`src/rtl/crc6_frame_pkg.sv`:
```
// Shared types and the serial division step for the frame CRC-6 generator.
// Assumes the generator x^6 + x + 1. GEN_LOW holds its terms below x^6.
package crc6_frame_pkg;
    localparam int CRC_W = 6;
    typedef logic [CRC_W-1:0] crc_t;
    localparam crc_t GEN_LOW = 6'b000011;

    // One bit of modulo-2 division of (message * x^CRC_W) by the generator.
    function automatic crc_t crc_step(input crc_t rem, input logic din);
        logic fb;
        fb = din ^ rem[CRC_W-1];
        return {rem[CRC_W-2:0], 1'b0} ^ (fb ? GEN_LOW : '0);
    endfunction
endpackage

```
`src/rtl/crc6_remainder.sv`:
```
// Running remainder over the included bits of the current frame.
// Assumes: take is high only for included payload bits. A bit taken in the
// frame-start cycle belongs to the new frame.
module crc6_remainder
    import crc6_frame_pkg::*;
(
    input  logic clk,
    input  logic rst_n,
    input  logic frame_start,
    input  logic take,
    input  logic din,
    output crc_t rem_q
);
    // Restart the division at frame start and fold in each taken bit.
    always_ff @(posedge clk) begin
        if (!rst_n)
            rem_q <= '0;
        else if (frame_start)
            rem_q <= take ? crc_step('0, din) : '0;
        else if (take)
            rem_q <= crc_step(rem_q, din);
    end

    // excluded or idle cycles leave the remainder untouched.
    a_r4_rem_hold: assert property (@(posedge clk) disable iff (!rst_n)
        (!frame_start && !take) |=> $stable(rem_q));

    // a frame start with no taken bit leaves a cleared remainder.
    a_r1_rem_clear: assert property (@(posedge clk) disable iff (!rst_n)
        (frame_start && !take) |=> (rem_q == '0));
endmodule

```
`src/rtl/crc6_len_mon.sv`:
```
// Counts the included bits of each frame and flags a frame of wrong length.
// The flag is updated at each frame start and holds for that whole frame.
// No flag is raised at the first frame start after reset.
module crc6_len_mon #(
    parameter int PAYLOAD_BITS = 4682
) (
    input  logic clk,
    input  logic rst_n,
    input  logic frame_start,
    input  logic take,
    output logic len_err
);
    localparam int CNT_W = $clog2(PAYLOAD_BITS + 1) + 1;
    localparam logic [CNT_W-1:0] CNT_MAX = '1;
    localparam logic [CNT_W-1:0] CNT_EXP = CNT_W'(PAYLOAD_BITS);

    logic [CNT_W-1:0] cnt_q;
    logic             seen_q;

    // Saturating count of included bits, restarted at each frame start.
    always_ff @(posedge clk) begin
        if (!rst_n)
            cnt_q <= '0;
        else if (frame_start)
            cnt_q <= take ? CNT_W'(1) : '0;
        else if (take && cnt_q != CNT_MAX)
            cnt_q <= cnt_q + 1'b1;
    end

    // Judge the length of the frame that just ended.
    always_ff @(posedge clk) begin
        if (!rst_n) begin
            len_err <= 1'b0;
            seen_q  <= 1'b0;
        end else if (frame_start) begin
            len_err <= seen_q && (cnt_q != CNT_EXP);
            seen_q  <= 1'b1;
        end
    end

    // the flag changes only at a frame start.
    a_r9_len_flag_stable: assert property (@(posedge clk) disable iff (!rst_n)
        !frame_start |=> $stable(len_err));
endmodule

```
`src/rtl/crc6_tx_ser.sv`:
```
// Holds the previous frame's check word and serialises it over the check
// slots of the current frame, high coefficient first, with optional inversion.
// Assumes: at most CRC_W slot bits per frame, none in the frame-start cycle.
module crc6_tx_ser
    import crc6_frame_pkg::*;
(
    input  logic clk,
    input  logic rst_n,
    input  logic frame_start,
    input  logic slot,
    input  logic inject_req,
    input  crc_t rem_in,
    output crc_t word_q,
    output logic inj_q,
    output logic ser_bit
);
    localparam int IDX_W = $clog2(CRC_W + 1);
    localparam logic [IDX_W-1:0] IDX_END = IDX_W'(CRC_W);

    logic [IDX_W-1:0] idx_q;
    logic             pend_q;

    // Latch the finished remainder for transmission at each frame start.
    always_ff @(posedge clk) begin
        if (!rst_n)
            word_q <= '0;
        else if (frame_start)
            word_q <= rem_in;
    end

    // Arm an injection request, then apply it to exactly one frame.
    always_ff @(posedge clk) begin
        if (!rst_n) begin
            pend_q <= 1'b0;
            inj_q  <= 1'b0;
        end else if (frame_start) begin
            inj_q  <= pend_q | inject_req;
            pend_q <= 1'b0;
        end else if (inject_req) begin
            pend_q <= 1'b1;
        end
    end

    // Step through the check slots of the current frame.
    always_ff @(posedge clk) begin
        if (!rst_n || frame_start)
            idx_q <= '0;
        else if (slot && idx_q != IDX_END)
            idx_q <= idx_q + 1'b1;
    end

    // Select the word bit for the current slot, highest coefficient first.
    always_comb begin
        ser_bit = 1'b0;
        for (int k = 0; k < CRC_W; k++)
            if (idx_q == IDX_W'(k))
                ser_bit = word_q[CRC_W-1-k] ^ inj_q;
    end

    // the transmitted word changes only at a frame start.
    a_r5_word_stable: assert property (@(posedge clk) disable iff (!rst_n)
        !frame_start |=> $stable(word_q));

    // the injection state changes only at a frame start.
    a_r8_inj_stable: assert property (@(posedge clk) disable iff (!rst_n)
        !frame_start |=> $stable(inj_q));

    // a request at frame start turns injection on for the new frame.
    a_r7_inj_take: assert property (@(posedge clk) disable iff (!rst_n)
        (frame_start && inject_req) |=> inj_q);
endmodule

```
`src/rtl/crc6_frame_gen.sv`:
```
// Frame CRC-6 generator top. It qualifies stream bits, keeps the running
// remainder, serialises the previous frame's word into the current frame's
// check slots and checks the frame length.
// Assumes: frame_start is one cycle long and never marks a check-slot bit.
module crc6_frame_gen
    import crc6_frame_pkg::*;
#(
    parameter int PAYLOAD_BITS = 4682
) (
    input  logic             clk,
    input  logic             rst_n,
    input  logic             frame_start,
    input  logic             bit_valid,
    input  logic             bit_data,
    input  logic             is_sync,
    input  logic             is_stuff,
    input  logic             is_crc,
    input  logic             inject_req,
    output logic             crc_bit,
    output logic [CRC_W-1:0] crc_word,
    output logic             inj_active,
    output logic             len_err
);
    logic take;
    logic slot;
    crc_t rem;
    crc_t word;

    // Decide which stream bits enter the division and which are check slots.
    always_comb begin
        take = bit_valid && !is_sync && !is_stuff && !is_crc;
        slot = bit_valid && is_crc;
    end

    crc6_remainder u_rem (
        .clk         (clk),
        .rst_n       (rst_n),
        .frame_start (frame_start),
        .take        (take),
        .din         (bit_data),
        .rem_q       (rem)
    );

    crc6_len_mon #(.PAYLOAD_BITS(PAYLOAD_BITS)) u_len (
        .clk         (clk),
        .rst_n       (rst_n),
        .frame_start (frame_start),
        .take        (take),
        .len_err     (len_err)
    );

    crc6_tx_ser u_tx (
        .clk         (clk),
        .rst_n       (rst_n),
        .frame_start (frame_start),
        .slot        (slot),
        .inject_req  (inject_req),
        .rem_in      (rem),
        .word_q      (word),
        .inj_q       (inj_active),
        .ser_bit     (crc_bit)
    );

    // Drive the parallel view of the held word.
    always_comb crc_word = word;

    // the word held after a frame start is the remainder at its end.
    a_r5_word_latch: assert property (@(posedge clk) disable iff (!rst_n)
        frame_start |=> (crc_word == $past(rem)));
endmodule

```
`config.mk`:
```
export PLATFORM = sky130hd
export DESIGN_NAME = crc6_frame_gen
export DESIGN_NICKNAME = d
export VERILOG_FILES = /design/src/rtl/crc6_frame_pkg.sv /design/src/rtl/crc6_remainder.sv /design/src/rtl/crc6_len_mon.sv /design/src/rtl/crc6_tx_ser.sv /design/src/rtl/crc6_frame_gen.sv
export SDC_FILE = /design/constraint.sdc
export NUM_CORES = 1
export LEC_CHECK = 0
export CORE_UTILIZATION = 54
export DETAILED_ROUTE_END_ITERATION = 12
export PLACE_DENSITY = 0.79
export SLEW_MARGIN = 20
export SYNTH_ARGS = -nofsm -noshare
export SYNTH_HDL_FRONTEND = slang
export SYNTH_SLANG_ARGS = --single-unit
```
`constraint.sdc`:
```
create_clock -name clk -period 2.2 [get_ports clk]
set_input_delay 0.22 -clock clk [delete_from_list [all_inputs] [get_ports clk]]
set_output_delay 0.22 -clock clk [all_outputs]
set_load 0.005 [all_outputs]
```
==> run_results.csv <==
group,metric,value,unit
worst_setup_path,cp_slowest_stage_delay,0.35,ns
global_route,track_usage,26.3,%
final_layout,layout_commonest_cell,"dfxtp_1",
yosys,syn_inst,198,
worst_setup_path,critPathBufInv,2,
global_route,busiest_layer,"met2",
final_layout,final_cell_mix,"dfxtp_1, nand2_1, nor2_1, buf_4",
final_layout,diodes,0,
floorplanning,initial_core_util,59.2,%
yosys,synth_edf_count,0,
job,maxCapViolCount,0,
timing,relSlewSlack,59.9,%
clock_tree,clkSinkCount,33,
worst_hold_path,hp-class,"reg2reg",
worst_setup_path,cp_top_family,"compound AO/OA/AOI/OAI gates",
timing,skew,0.0106,ns
floorplanning,rows,19,
drt,wire_per_inst,15.3,um
floorplanning,fp.dieH,57.9,um
outcome,status,"completed",
yosys,syn_area,1690,um2
timing,holdWs,0.476,ns
yosys,seq_area_frac_synth,39.1,%
yosys,ys_ff_latch,33,
yosys,ys_types,48,
global_route,grt_use_met1,31.5,%
clock_tree,clock-root-buffer,"clkbuf_4",
global_route,grtUsageMet3,4.69,%
yosys,synth_ff_type,"dfxtp_1",
timing,hold_viol,0,
floorplanning,die_w,57.9,um
clock_tree,cts_tree,"yes",
clock_tree,clk_pin_slew,0.11,ns
power,powerDensity,554,nW/um2
drt,drc,0,
worst_setup_path,r2r_slack,0.33,ns
placed_design,dp_cells,254,
worst_setup_path,cp_slowest_cell,"dfxtp_2",
worst_setup_path,critPathArrivalTime,1.87,ns
floorplanning,core,2850,um2
final_layout,fin_util,74.5,%
timing,timing.final.crit_share,95.0,%
worst_setup_path,critPathMaxFanout,8,
drt,first_pass_iters,6,
drt,vias_per_cell,6.17,
clock_tree,clockBufferDepth,2,
worst_setup_path,crit_chain,"inv_2 > ha_4 > nor2b_1 > o311a_1 > a21oi_2 > o32ai_1 > clkdlybuf4s15_1",
yosys,ys_async_sr_fraction,0,%
drt,vias,1630,
floorplanning,io_pins,18,
final_layout,fin_cells,264,
power,power,1180,uW
clock_tree,htree_levels,2,
timing,worstMarginPinSlew,0.595,ns
final_layout,fin_nets,248,
global_route,grtUsageMet2,45.2,%
drt,ant_nets,0,
placed_design,dp.final_hpwl,2.89,mm
yosys,synth_nets,214,
power,p_leak,0.000776,uW
floorplanning,die-area,3360,um2
timing,fin_crit,2.09,ns
timing,fmax,0.479,GHz
clock_tree,numCtsBuffers,5,
drt,wl,4.05,mm
worst_setup_path,cp.required,1.98,ns
clock_tree,clk_latency,0.34,ns
worst_setup_path,worstSetupPathType,"reg2out",
power,ir_worst_vdd,541,uV
final_layout,final_layout_size_suffix_gt1_share,16.7,%
global_route,grt_pass1_vias,1514,
worst_setup_path,cp-end-kind,"primary output",
final_layout,finish.instance_area,2130,um2
global_route,grt_max_degree,20,
placed_design,port_buffers,17,
yosys,syn_avg_cell_area,8.53,um2
clock_tree,cts_hold_buf,0,
global_route,overflow,0,
global_route,grt_antenna_before_repair,0,
yosys,yosysWarnings,0,
final_layout,synthToLayoutAreaGrowth,25.9,%
worst_setup_path,start_kind,"flip-flop",
drt,drt-initial-drc-count,94,
placed_design,place.gp.congestion,0.914,
timing,report.final.slew_viol_count,0,
placed_design,placed_cell_area,1980,um2
global_route,grt_pass1_wl,6.74,mm
timing,finalSetupViolations,0,
power by group:
part,switching [uW],internal (uW)
registers,7.83,604
clock network,223,241
logic,50.1,53.0
total,280,897
kinds of logic (layout without fill, tap and decap cells):
| logic type | after synthesis | after routing | share of synthesized area, % |
|---|---|---|---|
| muxes | 9 | 9 | 5.33 |
| and+or+nand+nor | 83 | 83 | 25.9 |
| DFF | 33 | 33 | 39.1 |
| buffers and inverters | 14 | 49 | 3.18 |
| adders and majority gates | 7 | 7 | 5.18 |
| xor gates and xnor gates | 4 | 4 | 2.07 |
| AOI/OAI and AO/OA | 48 | 48 | 19.3 |
registers in the layout, summed over array words and instances (netlist names):
signal         cells
u_len.cnt_q       14
u_len.len_err      1
u_len.seen_q       1
u_rem.rem_q        6
u_tx.idx_q         3
u_tx.inj_q         1
u_tx.pend_q        1
u_tx.word_q        6
metal layers:
metal | share of wire, % | vias to the layer above
li1 | - | 807
met1 | 41 | 742
met2 | 51 | 71
met3 | 6.1 | 10
met4 | 2.0 | 0
met5 | 0 | -
layout make-up:
| class | instances | area [um2] |
|---|---|---|
| clock buffers | 5 | 37.5 |
| inverters | 7 | 26.3 |
| clock inverters | 3 | 46.3 |
| well taps | 31 | 38.8 |
| multi-input cells | 151 | 1010 |
| repair buffers | 34 | 298 |
| flip-flops and latches | 33 | 666 |
| fillers | 209 | 727 |
worst reg2reg max path, cell delays in order, from the launching register on:
cell and delay, ns:
dfxtp_1 0.40, ha_1 0.29, nand3_1 0.19, a311o_1 0.38, or4_1 0.40, a21oi_1 0.14
per-stage QoR:
step	setup WS, ns	setup TNS, ns
2_1_floorplan	0.409	0
3_3_place_gp	0.0109	0
4_1_cts	0.0177	0
3_5_place_dp	-0.0161	-0.0262
6_report	0.110	0
5_1_grt	-0.0164	-0.0164
Yosys cell counts, drive strengths merged (2+ instances only):
cell / count / area, um2
nor3b: 3 / 22.5
ha: 7 / 87.6
or3: 4 / 25.0
o311a: 2 / 20.0
nand2: 21 / 78.8
nor2b: 3 / 18.8
a21oi: 17 / 85.1
dfxtp: 33 / 661
nor2: 21 / 78.8
clkbuf: 4 / 15.0
xor2: 3 / 26.3
o31ai: 2 / 15.0
buf: 3 / 12.5
a211oi: 2 / 15.0
and3: 3 / 18.8
o21bai: 2 / 15.0
nor4: 4 / 25.0
a22oi: 2 / 15.0
a311oi: 3 / 26.3
o21ai: 5 / 25.0
nor3: 3 / 15.0
nand4: 5 / 31.3
mux2i: 9 / 90.1
a31oi: 3 / 18.8
or4: 3 / 22.5
nand3: 5 / 25.0
inv: 6 / 22.5
or4b: 2 / 20.0
path summary, 6_finish.rpt:
| path | startpoint | to | cells after the start |
|---|---|---|---|
| worst max register to register | u_len.cnt_q[0] | u_len.cnt_q[12] | 5 |
| worst min-delay path | u_len.seen_q | u_len.seen_q | 2 |
| worst min register to register | u_len.seen_q | u_len.seen_q | 2 |
| worst max-delay path | u_tx.idx_q[1] | crc_bit | 7 |
what timing repair did:
item,4_1_cts,5_1_grt
buffers inserted,1,1
endpoints found under the setup margin,1,1
pin swaps,0,2
gates resized for setup,8,6
endpoints found under the hold margin,0,0
(Power assumes the default switching activity.)
